## src/rtl/updown_cnt_pkg.sv

```systemverilog
package updown_cnt_pkg;
  typedef enum logic {
    DIR_UP   = 1'b0,
    DIR_DOWN = 1'b1
  } dir_e;

  localparam int unsigned SYNC_DEPTH = 2;
endpackage

```

## src/rtl/updown_edge_sync.sv

```systemverilog
module updown_edge_sync #(
  parameter int unsigned STAGES = 2
) (
  input  logic clk,
  input  logic rst_n,
  input  logic async_i,
  output logic level_o,
  output logic fall_o
);
  logic [STAGES-1:0] chain;
  logic              last_lvl;

  genvar g;
  generate
    for (g = 0; g < STAGES; g++) begin : g_stage
      if (g == 0) begin : g_first
        always_ff @(posedge clk or negedge rst_n) begin
          if (!rst_n) chain[0] <= 1'b0;
          else        chain[0] <= async_i;
        end
      end else begin : g_rest
        always_ff @(posedge clk or negedge rst_n) begin
          if (!rst_n) chain[g] <= 1'b0;
          else        chain[g] <= chain[g-1];
        end
      end
    end
  endgenerate

  always_ff @(posedge clk or negedge rst_n) begin
    if (!rst_n) last_lvl <= 1'b0;
    else        last_lvl <= chain[STAGES-1];
  end

  assign level_o = chain[STAGES-1];
  assign fall_o  = last_lvl & ~chain[STAGES-1];
endmodule

```

## src/rtl/updown_count_core.sv

```systemverilog
module updown_count_core
  import updown_cnt_pkg::*;
#(
  parameter int unsigned WIDTH = 4
) (
  input  logic             clk,
  input  logic             rst_n,
  input  logic             load_n,
  input  logic [WIDTH-1:0] din,
  input  logic             en_n,
  input  logic             dir,
  input  logic             step_evt,
  output logic [WIDTH-1:0] q
);
  function automatic logic [WIDTH-1:0] next_val(input logic [WIDTH-1:0] cur,
                                                input logic            down);
    logic [WIDTH-1:0] r;
    if (down == DIR_DOWN) r = cur - {{(WIDTH-1){1'b0}}, 1'b1};
    else                  r = cur + {{(WIDTH-1){1'b0}}, 1'b1};
    return r;
  endfunction

  always_ff @(posedge clk or negedge rst_n) begin
    if (!rst_n)                q <= '0;
    else if (!load_n)          q <= din;
    else if (!en_n && step_evt) q <= next_val(q, dir);
  end
endmodule

```

## src/rtl/updown_term_detect.sv

```systemverilog
module updown_term_detect
  import updown_cnt_pkg::*;
#(
  parameter int unsigned WIDTH = 4
) (
  input  logic [WIDTH-1:0] q,
  input  logic             dir,
  input  logic             en_n,
  input  logic             clk_lvl,
  output logic             tc,
  output logic             rco_n
);
  localparam logic [WIDTH-1:0] TOP_VAL = '1;
  localparam logic [WIDTH-1:0] BOT_VAL = '0;

  always_comb begin
    if (dir == DIR_DOWN) tc = (q == BOT_VAL);
    else                 tc = (q == TOP_VAL);
  end

  assign rco_n = ~(~en_n & tc & ~clk_lvl);
endmodule

```

## src/rtl/updown_preset_counter.sv

```systemverilog
module updown_preset_counter
  import updown_cnt_pkg::*;
#(
  parameter int unsigned WIDTH = 4
) (
  input  logic             clk,
  input  logic             rst_n,
  input  logic             cnt_clk,
  input  logic             en_n,
  input  logic             dir,
  input  logic             load_n,
  input  logic [WIDTH-1:0] din,
  output logic [WIDTH-1:0] q,
  output logic             tc,
  output logic             rco_n
);
  logic fall_evt;
  logic cclk_lvl;

  updown_edge_sync #(.STAGES(SYNC_DEPTH)) u_sync (
    .clk     (clk),
    .rst_n   (rst_n),
    .async_i (cnt_clk),
    .level_o (cclk_lvl),
    .fall_o  (fall_evt)
  );

  updown_count_core #(.WIDTH(WIDTH)) u_core (
    .clk      (clk),
    .rst_n    (rst_n),
    .load_n   (load_n),
    .din      (din),
    .en_n     (en_n),
    .dir      (dir),
    .step_evt (fall_evt),
    .q        (q)
  );

  updown_term_detect #(.WIDTH(WIDTH)) u_term (
    .q       (q),
    .dir     (dir),
    .en_n    (en_n),
    .clk_lvl (cclk_lvl),
    .tc      (tc),
    .rco_n   (rco_n)
  );
endmodule

```

## config.mk

```make
export PLATFORM = sky130hd
export DESIGN_NAME = updown_preset_counter
export DESIGN_NICKNAME = d
export VERILOG_FILES = /design/src/rtl/updown_cnt_pkg.sv /design/src/rtl/updown_edge_sync.sv /design/src/rtl/updown_count_core.sv /design/src/rtl/updown_term_detect.sv /design/src/rtl/updown_preset_counter.sv
export SDC_FILE = /design/constraint.sdc
export NUM_CORES = 1
export LEC_CHECK = 0
export ABC_AREA = 0
export CORE_AREA = 2 2 39 41
export CTS_BUF_LIST = sky130_fd_sc_hd__clkbuf_2
export DETAILED_ROUTE_END_ITERATION = 10
export DIE_AREA = 0 0 41 43
export DONT_BUFFER_PORTS = 1
export PLACE_DENSITY = 0.6
export SETUP_SLACK_MARGIN = 0.05
export SYNTH_ARGS = -nofsm -noshare
export SYNTH_HDL_FRONTEND = slang
export SYNTH_HIERARCHICAL = 1
export SYNTH_SLANG_ARGS = --single-unit
```

## constraint.sdc

```tcl
create_clock -name clk -period 3.24 [get_ports clk]
set_input_delay 0.162 -clock clk [delete_from_list [all_inputs] [get_ports clk]]
set_output_delay 0.162 -clock clk [all_outputs]
set_load 0.01 [all_outputs]
```

==> impl_metrics.ini, run 1 <==
[clocking]
clock-sinks = 7
post-cts-setup-buffers = 0
later_pin_clock_latency_in_the_skew_report_ns = 0.22
cts_made_buffers = 3
cts_tree = yes
cts.root.buffer_cell = sky130_fd_sc_hd__clkbuf_2
cts.htree.levels = 1
cts_max_path_buffers = 2
clk_pin_slew_worst_paths_ns = 0.06

[global_routing]
grt_max_degree = 13
congestion_overflow_gr = 0
number_of_antenna_violations_at_the_first_check_in_global_routing = 0
global_route.usage.total_pct = 11.7
grt_first_pass_wirelength_mm = 1.37
via_count_of_the_first_global_routing_pass = 308

[logic_synthesis]
synthesis.area_um2 = 479
synth_cells = 48
synth_seq_area_share_pct = 36.6
number_of_synthesized_register_bits = 7
post_synth.cell_area_avg_um2 = 9.98
number_of_nets_produced_by_synthesis = 61
synth-warning-count = 6
synth_cell_type_count = 28

[worst_setup_path]
reg2reg_setup_slack_ns = 1.72
path_max_fanout = 5
worstRegToRegCells = 6
setup.worst_path.end_class = primary output
worst_path_largest_cell_delay_ns = 0.56
critical_path_cell_with_the_highest_stage_delay = sky130_fd_sc_hd__or4_4
crit_required_ns = 3.08
worstPathCellList = or4_4 > mux2i_1
critical_path.reg2reg.startpoint = u_core/q[0]$_DFFE_PN0P_
worstPathArrival_ns = 1.51
cpLargestDelayFamily = simple AND/OR/NAND/NOR gates
worstPathBufferInverterCount = 0
timing.critical_path.from_type = flip-flop
r2r-end = u_core/q[2]$_DFFE_PN0P_
setup.worst_path.class = reg -> out

[timing]
timing.final.crit_period_ns = 1.67
achievable-frequency_ghz = 0.598
finalHoldViolations = 0
worst_slew_slack_as_a_fraction_of_its_limit_pct = 76.7
rsz_0062_raised_after_global_routing = false
final.setup_skew_ns = 0.00651
fin_setup_tns_ns = 0
crit_share_post_route_pct = 51.6
setup_viol = 0
worst_pin_slew_ns = 0.350
report.final.slew_viol_count = 0

[worst_hold_path]
worstHoldEndpoint = u_core/q[2]$_DFFE_PN0P_
worst_hold_startpoint = load_n
min_path_cells = 1
worst_hold_path_type = in -> reg

[finish]
final_net_count = 67
num_antenna_cells = 0
utilization_pct = 38.5
fin_area_um2 = 533
areaGrowthSynthToFinish_pct = 11.2
layout-drive-gt1-share_pct = 18.9

[routing]
finalWirelength_um = 911
post_route_ant_nets = 0
detailedRoute.firstIterationViolations = 12
drc = 0
vias = 355
drt-wirelength-per-cell_um = 13.2
vias_per_cell = 5.14
drtPass1Iterations = 4

[status]
status = finished, final reports clean

[pwr]
cellPowerDensity_nw_per_um2 = 413
vdd_drop_max_v = 0.000207
post-layout-total-power_uw = 220
leakagePower_uw = 0.000246

[floorplan]
design.core.area_um2 = 1380
die_y_um = 43
design.portCount = 16
rows = 14
die_area_um2 = 1760
die_w_um = 41
floorplan.initialDensity_pct = 34.6

[job]
cap_viol_max_count = 0

[placement]
io_buffer_count = 0
detailed_place.area_um2 = 483
place.gp.congestion = 0.718
hpwlAfterDp_um = 672
cells in the final DEF (no fill, tap or decap):
master	synthesis	layout
sky130_fd_sc_hd__and3_1	1	1
sky130_fd_sc_hd__clkbuf_2	0	4
sky130_fd_sc_hd__nor2b_4	1	1
sky130_fd_sc_hd__nand2b_4	1	1
sky130_fd_sc_hd__and2b_1	1	1
sky130_fd_sc_hd__or3b_2	1	1
sky130_fd_sc_hd__nand2_1	2	2
sky130_fd_sc_hd__xor2_1	1	1
sky130_fd_sc_hd__nand4_1	1	1
sky130_fd_sc_hd__fa_1	1	1
sky130_fd_sc_hd__xnor2_1	1	1
sky130_fd_sc_hd__nor4b_4	1	1
sky130_fd_sc_hd__ha_1	2	2
sky130_fd_sc_hd__and3_2	1	1
sky130_fd_sc_hd__or3_1	1	1
sky130_fd_sc_hd__inv_1	3	3
sky130_fd_sc_hd__o22a_1	1	1
sky130_fd_sc_hd__dlygate4sd3_1	0	3
sky130_fd_sc_hd__dfrtp_1	7	7
sky130_fd_sc_hd__a21oi_1	6	6
sky130_fd_sc_hd__or4_4	1	1
sky130_fd_sc_hd__nand3_1	2	2
sky130_fd_sc_hd__mux2i_1	1	1
sky130_fd_sc_hd__nor3_1	1	1
sky130_fd_sc_hd__o21bai_1	1	1
sky130_fd_sc_hd__a31oi_1	1	1
sky130_fd_sc_hd__o21ai_1	1	1
sky130_fd_sc_hd__nor2_1	5	5
flip-flops by register name, indices dropped and copies added, names as in the netlist:
name and cells:
u_sync/chain 1, u_sync/level_o 1, u_sync/last_lvl 1, u_core/q 4
layout make-up:
cell class / count / area, um2
clock buffer: 4 / 20.0
fill: 145 / 851
inverter: 3 / 11.3
multi-input combinational: 36 / 277
sequential: 7 / 175
tap: 16 / 20.0
timing repair buffer: 3 / 30.0
cells by family after synthesis:
group                    synth area share (%)
AO/OA/AOI/OAI                            12.0
adder cells (fa/ha/maj)                  9.40
multiplexers                             2.09
buffers and inverters                    5.74
XOR/XNOR                                 3.66
AND/OR/NAND/NOR                          30.6
flip-flops                               36.6
how the worst max path moves through the flow:
stage                                  from                 endpoint  slack (ns)  depth (start not counted)
global placement    u_core/q[0]$_DFFE_PN0P_  u_core/q[2]$_DFFE_PN0P_        1.71                          6
detailed placement  u_core/q[0]$_DFFE_PN0P_  u_core/q[2]$_DFFE_PN0P_        1.70                          6
finish              u_core/q[0]$_DFFE_PN0P_                       tc        1.57                          2
global route        u_core/q[0]$_DFFE_PN0P_                       tc        1.48                          2
CTS                 u_core/q[0]$_DFFE_PN0P_                       tc        1.53                          2
floorplan           u_core/q[0]$_DFFE_PN0P_  u_core/q[2]$_DFFE_PN0P_        1.84                          6
stage by stage:
step	hold slack, ns	std cells	worst slack [ns]
after global placement	-0.133	62	1.71
after CTS	0.00706	68	1.53
after floorplan	-0.134	48	1.84
final	0.0256	69	1.57
after detailed placement	-0.133	62	1.70
after global routing	0.000523	69	1.48
synthesized netlist by cell type:
library cell               n  area [um2]
sky130_fd_sc_hd__a21oi_1   6        30.0
sky130_fd_sc_hd__a31oi_1   1        6.26
sky130_fd_sc_hd__and2b_1   1        7.51
sky130_fd_sc_hd__and3_1    1        6.26
sky130_fd_sc_hd__and3_2    1        7.51
sky130_fd_sc_hd__buf_2     1        5.00
sky130_fd_sc_hd__buf_6     1        11.3
sky130_fd_sc_hd__dfrtp_1   7         175
sky130_fd_sc_hd__fa_1      1        20.0
sky130_fd_sc_hd__ha_1      2        25.0
sky130_fd_sc_hd__inv_1     3        11.3
sky130_fd_sc_hd__mux2i_1   1        10.0
sky130_fd_sc_hd__nand2_1   2        7.51
sky130_fd_sc_hd__nand2b_4  1        13.8
sky130_fd_sc_hd__nand3_1   2        10.0
sky130_fd_sc_hd__nand4_1   1        6.26
sky130_fd_sc_hd__nor2_1    5        18.8
sky130_fd_sc_hd__nor2b_4   1        13.8
sky130_fd_sc_hd__nor3_1    1        5.00
sky130_fd_sc_hd__nor4b_4   1        23.8
sky130_fd_sc_hd__o21ai_1   1        5.00
sky130_fd_sc_hd__o21bai_1  1        7.51
sky130_fd_sc_hd__o22a_1    1        8.76
sky130_fd_sc_hd__or3_1     1        6.26
sky130_fd_sc_hd__or3b_2    1        8.76
sky130_fd_sc_hd__or4_4     1        11.3
sky130_fd_sc_hd__xnor2_1   1        8.76
sky130_fd_sc_hd__xor2_1    1        8.76
power breakdown:
part	leakage [uW]	internal, uW	total [uW]	switching, uW
Clock	0.0000166	32.8	61.8	29.0
Sequential	0.0000804	95.4	113	17.2
Combinational	0.000149	24.0	45.6	21.6
Total	0.000246	152	220	67.7
routing by layer:
layer / part of all wire [%] / GRT usage, % / routed length, um / up-vias
li1: - / - / - / 177
met1: 46 / 15.9 / 421 / 169
met2: 48 / 17.5 / 438 / 9
met3: 5.7 / 1.57 / 52 / 0
met4: 0 / 6.00 / 0 / 0
met5: 0 / 0 / 0 / -
what timing repair did:
item / CTS / global route
hold endpoints to repair: 8 / 1
hold buffers: 2 / 1
gates resized for setup: 0 / 0
(Power assumes the default switching activity.)
==> run 2, diff against run 1 <==
--- a/config.mk
+++ b/config.mk
@@ -5,13 +5,13 @@
 export SDC_FILE = /design/constraint.sdc
 export NUM_CORES = 1
 export LEC_CHECK = 0
-export ABC_AREA = 0
+export ABC_AREA = 1
 export CORE_AREA = 2 2 39 41
 export CTS_BUF_LIST = sky130_fd_sc_hd__clkbuf_2
 export DETAILED_ROUTE_END_ITERATION = 10
 export DIE_AREA = 0 0 41 43
 export DONT_BUFFER_PORTS = 1
-export PLACE_DENSITY = 0.6
+export PLACE_DENSITY = 0.59
 export SETUP_SLACK_MARGIN = 0.05
 export SYNTH_ARGS = -nofsm -noshare
 export SYNTH_HDL_FRONTEND = slang
==> constraint.sdc (replaced) <==
create_clock -name clk -period 1.7 [get_ports clk]
set_input_delay 0.085 -clock clk [delete_from_list [all_inputs] [get_ports clk]]
set_output_delay 0.085 -clock clk [all_outputs]
set_load 0.01 [all_outputs]
==> run 2 against run 1 <==
- core utilization up 2.0 points
- worst hold slack got worse by 0.012 ns
- clock skew about the same
- total power up 110%
- sequential cell count is the same
- largest power group unchanged
- highest routed layer is now met4
==> impl_metrics.ini, run 2 <==
[status]
status = finished, final reports clean

[routing]
drc = 0
finalWirelength_um = 890
vias = 393
drt-wirelength-per-cell_um = 10.5
drtPass1Iterations = 2
post_route_ant_nets = 0
vias_per_cell = 4.62
detailedRoute.firstIterationViolations = 5

[logic_synthesis]
largest_area_contributor_in_the_netlist = sky130_fd_sc_hd__dfrtp_1
number_of_synthesized_register_bits = 7
synth_most_common_cell = sky130_fd_sc_hd__nand2_1
synthTopCellsByArea = sky130_fd_sc_hd__dfrtp_1 (37%), sky130_fd_sc_hd__nand2_1 (13%), sky130_fd_sc_hd__inv_1 (5.6%)
synth_cell_type_count = 19
number_of_nets_produced_by_synthesis = 73
post_synth.cell_area_avg_um2 = 7.88
synthesis.area_um2 = 473
postSynth.topFlopCell = sky130_fd_sc_hd__dfrtp_1
ys_async_sr_fraction_pct = 100
synth_cells = 60
synth_top_cells_by_count = sky130_fd_sc_hd__nand2_1 (17), sky130_fd_sc_hd__dfrtp_1 (7), sky130_fd_sc_hd__inv_1 (7), sky130_fd_sc_hd__nand3_1 (5), sky130_fd_sc_hd__nor2_1 (5)
synth-warning-count = 6
share_of_the_synthesized_area_in_the_top_cell_type_pct = 37.0
synth-edff-count = 0
synth_seq_area_share_pct = 37.0

[finish]
finish.cell_count_without_fillers = 85
largest_register = u_core/q
largest_register_ff_count = 4
num_antenna_cells = 0
layout-drive-gt1-share_pct = 20.3
areaGrowthSynthToFinish_pct = 18.5
most-common-layout-cells = sky130_fd_sc_hd__nand2_1 (17), sky130_fd_sc_hd__inv_1 (7), sky130_fd_sc_hd__dfrtp_1 (7)
most_frequent_standard_cell_in_the_layout_excluding_fill_and_tap_cells = sky130_fd_sc_hd__nand2_1
utilization_pct = 40.5
final_net_count = 83

[clocking]
cts_made_buffers = 3
post-cts-setup-buffers = 0
later_pin_clock_latency_in_the_skew_report_ns = 0.23
clock-sinks = 7
cts_tree = yes
holdBufCountCts = 4
post_cts_resized = 0
clk_pin_slew_worst_paths_ns = 0.07
cts_max_path_buffers = 2
cts.htree.levels = 1
cts.root.buffer_cell = sky130_fd_sc_hd__clkbuf_2

[global_routing]
grt_first_pass_wirelength_mm = 1.44
grt_max_degree = 8
congestion_overflow_gr = 0
global_route.usage.total_pct = 11.9
via_count_of_the_first_global_routing_pass = 369
number_of_antenna_violations_at_the_first_check_in_global_routing = 0

[worst_setup_path]
path_max_fanout = 5
worstPathArrival_ns = 1.51
timing.critical_path.from_type = flip-flop
critical_path.reg2reg.startpoint = u_core/q[1]$_DFFE_PN0P_
worstRegToRegCells = 5
r2r-end = u_core/q[1]$_DFFE_PN0P_
crit_required_ns = 1.81
setup.worst_path.class = reg -> reg
critical_path.startpoint = u_core/q[1]$_DFFE_PN0P_
end_of_the_critical_path = u_core/q[1]$_DFFE_PN0P_
setup.worst_path.end_class = flip-flop
reg2reg_setup_slack_ns = 0.31

[floorplan]
floorplan.initialDensity_pct = 34.2
design.core.area_um2 = 1380
die_w_um = 41
die_area_um2 = 1760
rows = 14
die_y_um = 43
design.portCount = 16

[timing]
post-route-worst-setup-slack_ns = 0.307
final.setup_skew_ns = 0.00624
finalHoldViolations = 0
worst_slew_slack_as_a_fraction_of_its_limit_pct = 77.7
fin_setup_tns_ns = 0
setup_viol = 0
hold-worst-slack_ns = 0.0138
crit_share_post_route_pct = 82.0
achievable-frequency_ghz = 0.718
timing.final.crit_period_ns = 1.39
report.final.slew_viol_count = 0
rsz_0062_raised_after_global_routing = false
worst_pin_slew_ns = 0.333

[pwr]
vdd_drop_max_v = 0.000233
cellPowerDensity_nw_per_um2 = 810
leakagePower_uw = 0.000283

[placement]
place.gp.congestion = 0.697
io_buffer_count = 0
pre_cts_slack_ns = 0.311
place_inst = 77
hpwlAfterDp_um = 747

[worst_hold_path]
worst_hold_path_type = in -> reg

[job]
cap_viol_max_count = 0
## run 2: changes by cell type after synthesis, moves of 3 or more
cell	before	now
sky130_fd_sc_hd__a21oi_1	6	1
sky130_fd_sc_hd__inv_1	3	7
sky130_fd_sc_hd__nand2_1	2	17
sky130_fd_sc_hd__nand2_2	0	4
sky130_fd_sc_hd__nand3_1	2	5
## run 2: area by class of cell
| type | count | area (um2) |
|---|---|---|
| well taps | 16 | 20.0 |
| fillers | 139 | 823 |
| repair buffers | 5 | 47.5 |
| multi-input cells | 45 | 268 |
| clock buffers | 4 | 20.0 |
| flip-flops and latches | 7 | 175 |
| inverters | 8 | 30.0 |
## run 2: worst min-delay path by stage
stage | slack, ns | from | to | depth (start not counted)
after floorplan | -0.21 | rst_n | u_core/q[0]$_DFFE_PN0P_ | 0
after global placement | -0.21 | rst_n | u_sync/chain[0]$_DFF_PN0_ | 0
after detailed placement | -0.21 | rst_n | u_sync/level_o$_DFF_PN0_ | 0
after CTS | 0.006 | din[1] | u_core/q[1]$_DFFE_PN0P_ | 2
after global routing | 0.03 | load_n | u_core/q[2]$_DFFE_PN0P_ | 2
final | 0.01 | din[1] | u_core/q[1]$_DFFE_PN0P_ | 2
## run 2: through the flow
stage | cell area, um2 | total power (uW)
6_report | 561 | 454
3_5_place_dp | 500 | 328
5_1_grt | 561 | 493
4_1_cts | 561 | 463
3_3_place_gp | 500 | 325
2_1_floorplan | 473 | 304
## run 2: power breakdown
group / switching [uW] / total, uW / internal (uW)
Clock: 58.0 / 121 / 62.5
Sequential: 23.6 / 206 / 182
Combinational: 68.7 / 127 / 58.6
## run 2: layer usage
| metal | share of wire (%) | GRT usage (%) |
|---|---|---|
| met2 | 49 | 17.2 |
| met3 | 4.5 | 2.09 |
| met1 | 45 | 15.5 |
| met4 | 1.6 | 8.00 |
| met5 | 0 | 0 |
## run 2: kinds of logic (layout without fill, tap and decap cells)
group	count (synthesis)	after routing	synth area share, %
XOR/XNOR	3	3	5.56
adder cells (fa/ha/maj)	3	3	9.52
flip-flops	7	7	37.0
AND/OR/NAND/NOR	35	35	35.2
AO/OA/AOI/OAI	4	4	6.35
buffers and inverters	8	17	6.35
## run 2: worst max-delay path: stages (launching register included)
cell	delay, ns
sky130_fd_sc_hd__dfrtp_1	0.46
sky130_fd_sc_hd__inv_1	0.10
sky130_fd_sc_hd__fa_1	0.49
sky130_fd_sc_hd__nand2_1	0.05
sky130_fd_sc_hd__o211ai_1	0.08
sky130_fd_sc_hd__o21ai_0	0.10
==> run 3, diff against run 2 <==
--- a/config.mk
+++ b/config.mk
@@ -5,13 +5,13 @@
 export SDC_FILE = /design/constraint.sdc
 export NUM_CORES = 1
 export LEC_CHECK = 0
-export ABC_AREA = 1
+export ABC_AREA = 0
 export CORE_AREA = 2 2 39 41
 export CTS_BUF_LIST = sky130_fd_sc_hd__clkbuf_2
 export DETAILED_ROUTE_END_ITERATION = 10
 export DIE_AREA = 0 0 41 43
 export DONT_BUFFER_PORTS = 1
-export PLACE_DENSITY = 0.59
+export PLACE_DENSITY = 0.6
 export SETUP_SLACK_MARGIN = 0.05
 export SYNTH_ARGS = -nofsm -noshare
 export SYNTH_HDL_FRONTEND = slang
==> constraint.sdc (replaced) <==
create_clock -name clk -period 1.5 [get_ports clk]
set_input_delay 0.075 -clock clk [delete_from_list [all_inputs] [get_ports clk]]
set_output_delay 0.075 -clock clk [all_outputs]
set_load 0.01 [all_outputs]
==> run 3 against run 2 <==
- first-iteration DRC count grew 20%
- register-to-register slack lost 0.23 ns
- count of clock-buffer cells in the layout unchanged
- sequential cell count is the same
- worst setup slack worse by 0.27 ns
- core utilization increased by 7.2 points
- non-clock buffer count rose by 8
- largest cell class unchanged
- cell area rose by 18%
- global-route usage up 0.87 points
- largest power group unchanged
- wire length is 15% higher
- combinational power increased by 50%
- final cell count down 7.1%
==> impl_metrics.ini, run 3 (synthesis results as in run 1) <==
[status]
status = finished, final reports clean

[clocking]
later_pin_clock_latency_in_the_skew_report_ns = 0.24
cts_made_buffers = 3
cts_tree = yes
clk_pin_slew_worst_paths_ns = 0.07
clock-sinks = 7
cts_max_path_buffers = 2
cts.root.buffer_cell = sky130_fd_sc_hd__clkbuf_2
cts.htree.levels = 1

[worst_hold_path]
worstHoldEndpoint = u_core/q[0]$_DFFE_PN0P_
worst_hold_path_type = in -> reg
min_path_cells = 2
worst_hold_startpoint = load_n

[pwr]
leakagePower_uw = 0.000291
cellPowerDensity_nw_per_um2 = 832
vdd_drop_max_v = 0.000404

[timing]
finalHoldViolations = 0
rsz_0062_raised_after_global_routing = true
achievable-frequency_ghz = 0.684
report.final.slew_viol_count = 0
final.setup_skew_ns = 0.00520
worst_slew_slack_as_a_fraction_of_its_limit_pct = 80.0
post-route-worst-setup-slack_ns = 0.0375
setup_viol = 0
timing.final.crit_period_ns = 1.46
crit_share_post_route_pct = 97.5
fin_setup_tns_ns = 0
worst_pin_slew_ns = 0.298

[routing]
drc = 0
finalWirelength_mm = 1.02
drtPass1Iterations = 3
vias_per_cell = 5.16
post_route_ant_nets = 0
vias = 408
detailedRoute.firstIterationViolations = 6
drt-wirelength-per-cell_um = 13.0

[finish]
largest_register_ff_count = 4
layout-drive-gt1-share_pct = 39.7
fin_area_um2 = 661
largest_register = u_core/q
final_net_count = 77
num_antenna_cells = 0
areaGrowthSynthToFinish_pct = 37.9
most_frequent_standard_cell_in_the_layout_excluding_fill_and_tap_cells = sky130_fd_sc_hd__dfrtp_1
most-common-layout-cells = sky130_fd_sc_hd__dfrtp_1 (7), sky130_fd_sc_hd__dlygate4sd3_1 (6), sky130_fd_sc_hd__buf_4 (6)
n_fill_cell = 135

[global_routing]
grt_first_pass_wirelength_mm = 1.52
number_of_antenna_violations_at_the_first_check_in_global_routing = 0
grt_max_degree = 10
congestion_overflow_gr = 0
via_count_of_the_first_global_routing_pass = 359
global_route.usage.total_pct = 12.8

[placement]
pre_cts_slack_ns = 0.0808
detailed_place.area_um2 = 513
io_buffer_count = 0
hpwlAfterDp_um = 718
place.gp.congestion = 0.769

[floorplan]
floorplan.initialDensity_pct = 34.6
design.portCount = 16
design.core.area_um2 = 1380
rows = 14
die_y_um = 43
die_area_um2 = 1760
die_w_um = 41

[worst_setup_path]
timing.critical_path.from_type = flip-flop
reg2reg_setup_slack_ns = 0.08
critical_path.reg2reg.startpoint = u_core/q[1]$_DFFE_PN0P_
worstRegToRegCells = 6
r2r-end = u_core/q[1]$_DFFE_PN0P_
setup.worst_path.end_class = primary output
crit_required_ns = 1.42
worstPathArrival_ns = 1.39
path_max_fanout = 2
setup.worst_path.class = reg -> out

[job]
cap_viol_max_count = 0
[run 3: changes by cell type in the layout (fill, tap and decap cells not counted), sizes merged, moves of 4 or more]
| cell | change |
|---|---|
| nand2 | -19 |
| buf | +6 |
| a21oi | +5 |
| inv | -5 |
| nand3 | -4 |
[run 3: how the worst max path moves through the flow]
stage | from | end | slack, ns | depth (start not counted)
floorplan | u_core/q[0]$_DFFE_PN0P_ | u_core/q[2]$_DFFE_PN0P_ | 0.1 | 6
global placement | u_core/q[0]$_DFFE_PN0P_ | u_core/q[2]$_DFFE_PN0P_ | 0.14 | 6
detailed placement | u_core/q[0]$_DFFE_PN0P_ | u_core/q[2]$_DFFE_PN0P_ | 0.08 | 6
CTS | u_core/q[0]$_DFFE_PN0P_ | rco_n | 0.002 | 2
global route | u_core/q[1]$_DFFE_PN0P_ | rco_n | -0.01 | 2
finish | u_core/q[0]$_DFFE_PN0P_ | rco_n | 0.04 | 2
[run 3: critical path, cell delays in order, from the launching register on]
cell and delay (ns):
sky130_fd_sc_hd__dfrtp_1 0.38, sky130_fd_sc_hd__or4_4 0.56, sky130_fd_sc_hd__o22a_1 0.22
[run 3: layout make-up]
| type | instances | area [um2] | share of cell area (%) |
|---|---|---|---|
| clock buffers | 4 | 20.0 | 3.03 |
| flip-flops and latches | 7 | 175 | 26.5 |
| inverters | 3 | 11.3 | 1.70 |
| repair buffers | 13 | 116 | 17.6 |
| multi-input cells | 36 | 318 | 48.1 |
| well taps | 16 | 20.0 | 3.03 |
[run 3: stage by stage]
step / hold WS (ns) / total power, uW / instances / util, %
2_1_floorplan: -0.221 / 321 / 48 / -
3_3_place_gp: -0.220 / 353 / 66 / 37.1
3_5_place_dp: -0.220 / 356 / 66 / 37.1
4_1_cts: 0.00875 / 533 / 79 / 45.4
5_1_grt: 0.0118 / 588 / 79 / 47.7
6_report: 0.00792 / 550 / 79 / 47.7
[run 3: power by group]
group	switching, uW	internal [uW]
Sequential	11.7	206
Combinational	92.3	97.9
Clock	70.7	70.8
[run 3: per-layer routing]
metal  share of wire (%)  global-route usage [%]  up-vias
li1                    -                       -      199
met1                  43                    17.4      194
met2                  50                    17.8       13
met3                 5.8                    2.62        2
met4                 1.7                    8.00        0
met5                   0                       0        -
[run 3: timing repair]
action | in CTS | in global routing
hold buffers | 6 | 0
gates resized for setup | 2 | 8
hold endpoints to repair | 11 | 0
cloned | 0 | 0
setup buffers | 3 | 0
pin swaps | 1 | 4
setup endpoints to repair | 2 | 5
